$ cat src/rtl/hsm_cfg_pkg.sv
// Package: hsm_cfg_pkg
// Shared state-kind codes and the default chart used by the stepper.
// Assumes states are numbered in document order, with the root at index 0.
package hsm_cfg_pkg;

    localparam logic [1:0] K_ATOMIC   = 2'd0;
    localparam logic [1:0] K_COMPOUND = 2'd1;
    localparam logic [1:0] K_PARALLEL = 2'd2;

    localparam int DEF_N_S = 8;
    localparam int DEF_N_T = 7;

    typedef int idx_arr_t [DEF_N_S];

    // parent of each state (entry 0, the root, is ignored)
    localparam idx_arr_t DEF_PARENT = '{0, 0, 0, 2, 2, 0, 5, 5};
    // named initial child per state, 0 means none named
    localparam idx_arr_t DEF_INIT   = '{0, 0, 4, 0, 0, 0, 0, 0};

    // kind per state, state 7 in the top slice
    localparam logic [DEF_N_S-1:0][1:0] DEF_KIND =
        {K_ATOMIC, K_ATOMIC, K_PARALLEL, K_ATOMIC,
         K_ATOMIC, K_COMPOUND, K_ATOMIC, K_COMPOUND};

    // per-transition exit and target masks, transition 6 in the top slice
    localparam logic [DEF_N_T-1:0][DEF_N_S-1:0] DEF_EXIT =
        {8'h80, 8'h1C, 8'hE0, 8'h40, 8'h1C, 8'h10, 8'h02};
    localparam logic [DEF_N_T-1:0][DEF_N_S-1:0] DEF_TARGET =
        {8'h80, 8'h02, 8'h08, 8'h40, 8'h20, 8'h08, 8'h04};

endpackage

$ cat src/rtl/hsm_exit_set.sv
// Module: hsm_exit_set
// Computes the set of states left by the selected transitions.
// Assumes exit masks are constant; only active states can leave.
module hsm_exit_set #(
    parameter int N_S = 8,
    parameter int N_T = 7,
    parameter logic [N_T-1:0][N_S-1:0] EXIT_MASK = '0
) (
    input  logic [N_T-1:0] sel_i,
    input  logic [N_S-1:0] act_i,
    output logic [N_S-1:0] ext_o
);

    // Purpose: OR the exit masks of all selected transitions, gated by activity.
    always_comb begin
        logic [N_S-1:0] marked;
        marked = '0;
        for (int t = 0; t < N_T; t++) begin
            if (sel_i[t]) begin
                marked = marked | EXIT_MASK[t];
            end
        end
        ext_o = marked & act_i;
    end

endmodule

$ cat src/rtl/hsm_entry_set.sv
// Module: hsm_entry_set
// Computes the complete entry set (upward and downward completion) and
// the entry set. Assumes each parent index is lower than its children's,
// so one downward pass and one upward pass resolve the whole tree.
module hsm_entry_set
    import hsm_cfg_pkg::*;
#(
    parameter int N_S = 8,
    parameter int N_T = 7,
    parameter logic [N_T-1:0][N_S-1:0] TARGET_MASK = '0,
    parameter int PARENT [N_S] = '{default: 0},
    parameter int INIT_CHILD [N_S] = '{default: 0},
    parameter logic [N_S-1:0][1:0] KIND = '0
) (
    input  logic [N_T-1:0] sel_i,
    input  logic [N_S-1:0] act_i,
    input  logic [N_S-1:0] ext_i,
    input  logic           boot_i,
    output logic [N_S-1:0] ces_o,
    output logic [N_S-1:0] ent_o
);

    // Build the child mask of each state from the parent table.
    function automatic logic [N_S-1:0][N_S-1:0] build_children();
        logic [N_S-1:0][N_S-1:0] m;
        m = '0;
        for (int p = 0; p < N_S; p++) begin
            for (int c = 1; c < N_S; c++) begin
                if (PARENT[c] == p) begin
                    m[p][c] = 1'b1;
                end
            end
        end
        return m;
    endfunction

    localparam logic [N_S-1:0][N_S-1:0] CHILDREN = build_children();

    logic [N_S-1:0] hit;
    logic [N_S-1:0] up;

    // Purpose: mark every state named by the target mask of a selected transition.
    always_comb begin
        hit = '0;
        for (int t = 0; t < N_T; t++) begin
            if (sel_i[t]) begin
                hit = hit | TARGET_MASK[t];
            end
        end
    end

    // Purpose: upward completion, a container joins when any child joins.
    always_comb begin
        up = '0;
        for (int s = N_S - 1; s >= 1; s--) begin
            up[s] = hit[s];
            if (KIND[s] != K_ATOMIC && (|(up & CHILDREN[s]))) begin
                up[s] = 1'b1;
            end
        end
    end

    // Purpose: downward completion from the root, then the entry filter.
    always_comb begin
        ces_o    = '0;
        ent_o    = '0;
        ces_o[0] = boot_i;
        ent_o[0] = boot_i & (ext_i[0] | ~act_i[0]);
        for (int s = 1; s < N_S; s++) begin
            logic           dc;
            logic           is_first;
            logic [N_S-1:0] sib;
            dc       = 1'b0;
            is_first = 1'b0;
            sib      = '0;
            for (int p = 0; p < s; p++) begin
                if (PARENT[s] == p) begin
                    if (KIND[p] == K_PARALLEL) begin
                        dc = ces_o[p];
                    end else if (KIND[p] == K_COMPOUND) begin
                        is_first = (INIT_CHILD[p] != 0) ? (INIT_CHILD[p] == s)
                                                        : (s == p + 1);
                        sib      = CHILDREN[p];
                        sib[s]   = 1'b0;
                        dc = is_first & ent_o[p]
                           & ~(|(sib & ((act_i & ~ext_i) | up)));
                    end
                end
            end
            ces_o[s] = up[s] | dc;
            ent_o[s] = ces_o[s] & (ext_i[s] | ~act_i[s]);
        end
    end

endmodule

$ cat src/rtl/hsm_config_reg.sv
// Module: hsm_config_reg
// Holds the active vector and the root start-up flag.
// Assumes a synchronous active-low reset; stall freezes both registers.
module hsm_config_reg #(
    parameter int N_S = 8
) (
    input  logic           clk,
    input  logic           rst_n,
    input  logic           stall,
    input  logic           completed,
    input  logic [N_S-1:0] ces_i,
    input  logic [N_S-1:0] ext_i,
    output logic [N_S-1:0] act_o,
    output logic           boot_o
);

    logic [N_S-1:0] nxt;

    // Purpose: next configuration, root follows completed, others enter or stay.
    always_comb begin
        nxt    = ces_i | (act_o & ~ext_i);
        nxt[0] = ~completed;
    end

    // Purpose: register the configuration and retire the start-up flag.
    always_ff @(posedge clk) begin
        if (!rst_n) begin
            act_o  <= '0;
            boot_o <= 1'b1;
        end else if (!stall) begin
            act_o  <= nxt;
            boot_o <= 1'b0;
        end
    end

endmodule

$ cat src/rtl/hsm_config_stepper.sv
// Module: hsm_config_stepper
// Advances a hierarchical statechart configuration by one microstep per
// unstalled clock. The chart is fixed by the parameters; the caller picks
// a legal, conflict-free transition set each cycle.
module hsm_config_stepper
    import hsm_cfg_pkg::*;
#(
    parameter int N_S = DEF_N_S,
    parameter int N_T = DEF_N_T,
    parameter logic [N_T-1:0][N_S-1:0] EXIT_MASK   = DEF_EXIT,
    parameter logic [N_T-1:0][N_S-1:0] TARGET_MASK = DEF_TARGET,
    parameter int PARENT [N_S]     = DEF_PARENT,
    parameter int INIT_CHILD [N_S] = DEF_INIT,
    parameter logic [N_S-1:0][1:0] KIND = DEF_KIND
) (
    input  logic           clk,
    input  logic           rst_n,
    input  logic           stall,
    input  logic           completed,
    input  logic [N_T-1:0] trans_sel,
    output logic [N_S-1:0] active_o,
    output logic [N_S-1:0] entry_o,
    output logic [N_S-1:0] exit_o
);

    logic [N_S-1:0] ces;
    logic           boot;

    hsm_exit_set #(
        .N_S(N_S), .N_T(N_T), .EXIT_MASK(EXIT_MASK)
    ) u_exit (
        .sel_i(trans_sel), .act_i(active_o), .ext_o(exit_o)
    );

    hsm_entry_set #(
        .N_S(N_S), .N_T(N_T), .TARGET_MASK(TARGET_MASK),
        .PARENT(PARENT), .INIT_CHILD(INIT_CHILD), .KIND(KIND)
    ) u_entry (
        .sel_i(trans_sel), .act_i(active_o), .ext_i(exit_o),
        .boot_i(boot), .ces_o(ces), .ent_o(entry_o)
    );

    hsm_config_reg #(
        .N_S(N_S)
    ) u_reg (
        .clk(clk), .rst_n(rst_n), .stall(stall), .completed(completed),
        .ces_i(ces), .ext_i(exit_o), .act_o(active_o), .boot_o(boot)
    );

endmodule

$ cat config.mk
export PLATFORM = sky130hd
export DESIGN_NAME = hsm_config_stepper
export DESIGN_NICKNAME = d
export VERILOG_FILES = /design/src/rtl/hsm_cfg_pkg.sv /design/src/rtl/hsm_exit_set.sv /design/src/rtl/hsm_entry_set.sv /design/src/rtl/hsm_config_reg.sv /design/src/rtl/hsm_config_stepper.sv
export SDC_FILE = /design/constraint.sdc
export NUM_CORES = 1
export LEC_CHECK = 0
export CORE_AREA = 2 2 55 44
export DETAILED_ROUTE_END_ITERATION = 16
export DIE_AREA = 0 0 57 46
export PLACE_DENSITY = 0.67
export RECOVER_POWER = 50
export SLEW_MARGIN = 20
export SYNTH_ARGS = -nofsm -noshare
export SYNTH_HDL_FRONTEND = slang
export SYNTH_HIERARCHICAL = 1
export SYNTH_SLANG_ARGS = --single-unit
export TNS_END_PERCENT = 30
$ cat constraint.sdc
create_clock -name clk -period 1.8 [get_ports clk]
set_input_delay 0.27 -clock clk [delete_from_list [all_inputs] [get_ports clk]]
set_output_delay 0.27 -clock clk [all_outputs]
set_load 0.005 [all_outputs]
[Word-level counts from Yosys, hierarchy flattened]
Index checks and enable logic that the tools add are counted.
Storage, ports and cells
  RAM bits: 0
  flip-flop bits (word level): 9
  input bits: 11
  memory bits (read-only): 0
  word-level logic and storage cells: 59
  memories kept: 0
  latch bits: 0
  output and inout port bits: 24
Operators by class
  $lt $le $gt $ge: 0
  equality and inequality tests: 0
  mux-type cells: 16
  shift operators: 0
  div/mod/pow operators: 0
  reduce and logical (&&, ||, !) cells: 3
  multiply operators: 0
  add/subtract/negate cells: 0
  bitwise operators: 38
Operator list (number)
  $mux W8: 3
  $and A8 B8 Y8: 2
  $mux W5: 3
  $mux W7: 2
  $or A1 B1 Y1: 12
  $not A1 Y1: 11
  $and A1 B1 Y1: 10
  $mux W4: 2
  $not A8 Y8: 1
  $or A8 B8 Y8: 1
  $mux W6: 1
  $or A6 B6 Y6: 1
  $reduce_or A2 Y1: 3
  $mux W2: 2
  $mux W3: 1
  $mux W1: 2

[Longest topological paths before layout]
Gate-level depths: netlist (run 1).
  depth in word-level cells: 16
  gate-level depth with buffers: 6
  depth with buffers taken out: 6

[By module]
The synthesis (run 1) kept the hierarchy.
Modules (own cells, without submodules)
  hsm_config_reg: area an instance 406.6 µm², times used 1, cells each 45
  hsm_entry_set: area an instance 176.4 µm², times used 1, cells each 28
  hsm_exit_set: area an instance 62.6 µm², times used 1, cells each 9

[Worst setup path before layout (run 1)]
OpenSTA, ideal clock, no wires.
  path kind: reg-to-output
  from: register u_reg.act_o[3]
  to: output entry_o[4]
  path slack: 302 ps
  arrival: 1228 ps
  stages on the path, launching flop included: 5
  cell sequence: dfxtp_1 > o21a_1 > inv_1 > a2111oi_2 > a21boi_1
Between the ends
  word-level cells in the longest chain between the ends: 8
Ends and longest elaborated chain
  start, declared: line hsm_config_reg.sv:13  | output logic [N_S-1:0] act_o,
  start signal, assigned: line hsm_config_reg.sv:31  | act_o <= nxt;
  $and A8 B8 Y8: line hsm_exit_set.sv:23  | ext_o = marked & act_i;
  named net exit_o[3]: line hsm_config_stepper.sv:23  | output logic [N_S-1:0] exit_o
  $not A8 Y8
  $and A8 B8 Y8
  $or A6 B6 Y6: line hsm_entry_set.sv:86  | & ~(|(sib & ((act_i & ~ext_i) | up)));
  $not A1 Y1: line hsm_entry_set.sv:86
  $and A1 B1 Y1: line hsm_entry_set.sv:86
  $or A1 B1 Y1: line hsm_entry_set.sv:90  | ces_o[s] = up[s] | dc;
  named net ces[4]: line hsm_config_stepper.sv:26  | logic [N_S-1:0] ces;
  $and A1 B1 Y1: line hsm_entry_set.sv:91  | ent_o[s] = ces_o[s] & (ext_i[s] | ~act_i[s]);
  end, declared: line hsm_config_stepper.sv:22  | output logic [N_S-1:0] entry_o,
The timed path passes the listed nets, and every way through them passes these cells.

[Worst setup path in the final report (run 1)]
  from: register u_reg.act_o[3]
  to: output entry_o[4]
Between the ends
  word-level cells in the longest chain between the ends: 8
Ends and longest elaborated chain (line)
  $and A8 B8 Y8: hsm_exit_set.sv:23
  $not A8 Y8
  $and A8 B8 Y8 *
  $or A6 B6 Y6 *: hsm_entry_set.sv:86
  $not A1 Y1 *: hsm_entry_set.sv:86
  $and A1 B1 Y1 *: hsm_entry_set.sv:86
  $or A1 B1 Y1 *: hsm_entry_set.sv:90
  named net ces[4]: hsm_config_stepper.sv:26
  $and A1 B1 Y1 *: hsm_entry_set.sv:91
The timed path passes the listed nets; every way through them passes the cells marked *.

==> impl_metrics.yaml, run 1 <==
outcome:
  status: "finished clean"
die:
  num_rows: 15
  die_h_um: 46
  die_area_um2: 2620
  fp.coreArea_um2: 2140
  initial_core_util_pct: 29.8
  ios: 35
  die_w_um: 57
clocking:
  cts_tree: "yes"
  clkSinkCount: 9
  ctsHtreeMaxLevel: 1
  cts_buffers: 3
  clkTransAtPathRegs_ns: 0.06
  cts_hold_buffers: 0
  clockRootBuffer: "clkbuf_4"
  clockBufferDepth: 2
  clock_latency_ns: 0.26
route:
  route.vias.total: 713
  drcViolationCount: 0
  antenna_left: 0
  vias_per_cell: 4.46
  first_iter_violations: 4
  wl_mm: 1.84
  firstDrtPassIters: 4
  post_drt_wl_per_cell_um: 11.5
cells_and_area:
  drive_gt1_share_pct: 39.3
  fin_nets: 147
  diodes: 0
  final_util_pct: 54.8
  area_growth_pct: 83.7
  design_area_um2: 1170
  nFillCells: 223
power_and_ir_drop:
  cellPowerDensity_nw_per_um2: 561
  peakVddDrop_mv: 0.385
  cellLeakagePower_nw: 0.517
global_routing:
  grt.overflow.total: 0
  use_met3_pct: 6.53
  grt_most_used_layer: "met2"
  grt_max_degree: 18
  met1_usage_pct: 19.9
  grt_pass1_vias: 708
  antenna_found_initial: 0
  track_usage_pct: 15.6
  grt_pass1_wl_mm: 3.09
  use_met2_pct: 25.1
synth:
  syn_nets: 92
  ys_warn_count: 6
  postSynthCellCount: 81
  syn_area_um2: 638
  synth.avg_cell_area_um2: 7.88
sta:
  grt_setup_unrepaired: "true"
  layout_setup_ws_ns: 0.0578
  tightest_slew_ns: 0.571
  slew_headroom_pct: 61.8
  fin_crit_sh_pct: 96.8
  setup_violations: 0
  finalHoldViolCount: 0
  fin_skew_ns: 0.00541
  finalCriticalPeriod_ns: 1.74
  fmax_mhz: 574
  slew_violations: 0
placement:
  port_buffers: 33
  gp_congestion: 0.781
  dp_hpwl_mm: 1.33
  dpl_cell_area_um2: 1100
  dp_slack_ns: -0.601
worst_setup_path:
  worstPathArrival_ns: 1.47
  critPathMaxFanout: 2
  end_kind: "output port"
  crit_required_ns: 1.53
  cp-start-kind: "flip-flop"
  worstSetupPathType: "reg -> out"
worst_hold_path:
  hold_path_class: "in -> reg"
job:
  drv_cap: 0
==> routing by layer <==
layer	up-vias	part of all wire, %
met5	-	0
met4	0	0
met3	0	6.9
met2	21	47
met1	316	46
li1	376	-
==> area by class of cell <==
type | count | area, um2 | area share, %
timing repair buffer | 54 | 468 | 39.9
multi-input combinational | 57 | 420 | 35.9
inverter | 11 | 41.3 | 3.52
clock buffer | 4 | 26.3 | 2.24
sequential | 9 | 185 | 15.8
tap | 25 | 31.3 | 2.67
==> worst max-delay path: stages, from the launching register on <==
cell and delay [ns]:
dfxtp_2 0.34, o21a_1 0.15, inv_2 0.06, a2111oi_4 0.35, a21boi_2 0.20, buf_2 0.11
==> power by group <==
group          switching (W)  internal [W]  leakage [nW]
logic              0.0000996      0.000164         0.426
registers          0.0000140      0.000218        0.0761
clock network      0.0000759     0.0000856        0.0150
total               0.000189      0.000468         0.517
==> timing repair <==
item	CTS	global route
cloned	0	0
hold endpoints to repair	0	0
pin swaps	7	6
gates resized for setup	23	14
endpoints found under the setup margin	13	7
buffers inserted	1	3
==> flip-flops by register name, indices dropped and copies added, names as in the netlist <==
| name | count |
|---|---|
| u_reg/boot_o | 1 |
| u_reg/act_o | 8 |
==> cell usage in the layout (no fill, tap or decap), drive strengths merged, types with 2 or more instances in the layout <==
master	count
buf	23
clkdlybuf4s50	16
inv	11
nand2	10
dfxtp	9
nand3b	7
o21ai	7
and2b	7
dlygate4sd2	6
clkbuf	6
dlygate4sd3	4
o21a	4
a21boi	4
a21oi	3
nor3	3
nor2	3
and2	2
nor2b	2
==> stage by stage <==
step / TNS (ns) / total power, W / instances / hold slack [ns]
CTS: -0.0134 / 0.000659 / 157 / 0.448
detailed placement: -3.14 / 0.000492 / 152 / 0.436
global route: -0.0276 / 0.000701 / 160 / 0.474
floorplan: 0 / 0.000325 / 81 / 0.416
global placement: -3.00 / 0.000490 / 152 / 0.430
finish: 0 / 0.000657 / 160 / 0.431
==> worst paths after layout <==
kind | slack, ns | from | depth (start not counted) | end
worst min-delay path | 0.43 | trans_sel[5] | 4 | u_reg/act_o[1]
worst max register to register | 0.51 | u_reg/act_o[3] | 6 | u_reg/act_o[4]
worst min register to register | 0.45 | u_reg/boot_o | 2 | u_reg/boot_o
worst max-delay path | 0.06 | u_reg/act_o[3] | 5 | entry_o[4]
Note: power is estimated with default switching activity, not from simulation.
==> run 2: changes to the inputs <==
- SETUP_SLACK_MARGIN: unset -> 0.4
==> run 2 against run 1 <==
- power increased by 0.52%
- clock power hardly changed
- final area is 2.3% higher
- first-iteration DRC count is 25% lower
- critical path depth is the same
- register-to-register slack improved by 0.06 ns
- fmax rose by 3.0%
- via count is 2.0% higher
- critical endpoint unchanged
- non-clock buffer count is 3 higher
==> impl_metrics.yaml, run 2 (synthesized netlist as in run 1, its figures left out) <==
placement:
  dp_slack_ns: -0.586
  gp_congestion: 0.802
  port_buffers: 33
  dp_hpwl_mm: 1.36
route:
  drcViolationCount: 0
  vias_per_cell: 4.46
  post_drt_wl_per_cell_um: 11.3
  firstDrtPassIters: 4
  wl_mm: 1.85
  first_iter_violations: 3
  route.vias.total: 727
  antenna_left: 0
cells_and_area:
  drive_gt1_share_pct: 46.4
  largest_reg_flops: 8
  area_growth_pct: 88.0
  final_util_pct: 56.1
  multi_input_area_um2: 440
  diodes: 0
  seq_area_um2: 186
  reg.largest.list: "u_reg/act_o: 8 flops, u_reg/boot_o: 1 flops"
  fin_nets: 150
  nFillCells: 213
  final_common_cell: "buf_4"
  largest_register: "u_reg/act_o"
  most-common-layout-cells: "buf_4, nand2_1, clkdlybuf4s50_1, inv_1, nand3b_1"
clocking:
  clkTransAtPathRegs_ns: 0.06
  clockRootBuffer: "clkbuf_4"
  clkSinkCount: 9
  cts_buffers: 3
  cts_tree: "yes"
  clock_latency_ns: 0.26
  ctsHtreeMaxLevel: 1
  clockBufferDepth: 2
global_routing:
  track_usage_pct: 14.7
  grt_pass1_vias: 672
  grt.overflow.total: 0
  grt_pass1_wl_mm: 2.90
  antenna_found_initial: 0
  grt_max_degree: 18
sta:
  tightest_slew_ns: 0.545
  fin_tns_setup_ns: 0
  finalCriticalPeriod_ns: 1.69
  setup_violations: 0
  slew_violations: 0
  fmax_mhz: 591
  layout_setup_ws_ns: 0.109
  grt_setup_unrepaired: "true"
  slew_headroom_pct: 63.5
  fin_crit_sh_pct: 93.9
  fin_skew_ns: 0.00518
  finalHoldViolCount: 0
die:
  ios: 35
  die_h_um: 46
  num_rows: 15
  initial_core_util_pct: 29.8
  die_area_um2: 2620
  die_w_um: 57
  fp.coreArea_um2: 2140
power_and_ir_drop:
  power_frac_comb_pct: 40.5
  clock_power_share_pct: 24.1
  peakVddDrop_mv: 0.321
  cellLeakagePower_nw: 0.551
  p_sw_share_pct: 28.7
  switching_power_w: 0.000190
  p_int_w: 0.000471
  pwr-share-seq_pct: 35.4
  cellPowerDensity_nw_per_um2: 551
worst_setup_path:
  path_depth: 5
  worstPathArrival_ns: 1.42
  cp-start-kind: "flip-flop"
  critPathMaxFanout: 3
  cpPeakStageDelay_ns: 0.34
  worstSetupPathType: "reg -> out"
  worstPathCellList: "o21a_1 -> inv_2 -> a2111oi_4 -> a21boi_2 -> buf_2"
  worst-path-buf-inv: 2
  crit_required_ns: 1.53
  reg2reg_depth: 6
  crit_family: "compound AO/OA/AOI/OAI gates"
  end_kind: "output port"
  slowest_stage: "dfxtp_2"
job:
  drv_cap: 0
outcome:
  status: "finished clean"
worst_hold_path:
  hold_depth: 5
  hold_path_class: "in -> reg"
==> run 2: changes by cell type in the layout (fill, tap and decap cells not counted), moves of 2 or more <==
cell and change:
buf_6 +2, clkdlybuf4s15_1 +2, and2_1 -2, buf_2 +4, clkdlybuf4s50_1 -7, buf_4 +2, and2_4 +2
==> run 2: power by group through the flow <==
stage	logic, W	clock network [W]	registers [W]
after CTS	0.000261	0.000165	0.000234
after detailed placement	0.000259	0	0.000236
after floorplan	0.0000892	0	0.000237
after global placement	0.000257	0	0.000236
final	0.000267	0.000159	0.000234
after global routing	0.000291	0.000172	0.000237
==> run 2: timing repair <==
| action | CTS | global route |
|---|---|---|
| hold buffers | 0 | 0 |
| pin swaps | 10 | 3 |
| endpoints found under the setup margin | 24 | 23 |
| setup buffers | 4 | 3 |
| gates resized for setup | 52 | 16 |
==> run 2: layout make-up <==
class | instances | area share, %
timing repair buffer | 57 | 39.5
multi-input combinational | 57 | 36.7
sequential | 9 | 15.5
inverter | 11 | 3.44
tap | 25 | 2.61
clock buffer | 4 | 2.19
==> run 2: layer usage <==
metal	global-route usage [%]	share of wire, %
met3	5.40	6.6
met2	25.3	46
met4	4.19	0.92
met5	0	0
met1	17.4	46
==> run 2: final timing paths <==
path                                startpoint              to  slack, ns
worst max-delay path            u_reg/act_o[3]      entry_o[4]       0.11
worst min-delay path              trans_sel[6]  u_reg/act_o[5]       0.42
worst min register to register    u_reg/boot_o    u_reg/boot_o       0.45
worst max register to register  u_reg/act_o[3]  u_reg/act_o[4]       0.57
==> run 2: metrics by stage <==
step	instance area, um2	hold WS, ns	std cells	power [W]
2_1_floorplan	643	0.416	81	0.000326
3_3_place_gp	1100	0.431	152	0.000492
3_5_place_dp	1100	0.438	152	0.000494
4_1_cts	1160	0.433	160	0.000660
5_1_grt	1200	0.440	163	0.000700
6_report	1200	0.420	163	0.000661
==> run 2: worst register-to-register path: cells and delay by family (launching register included) <==
kind            cells  cell delay [ns]
buf+inv             2             0.22
flops               1             0.34
compound gates      3             0.53
simple gates        1             0.06
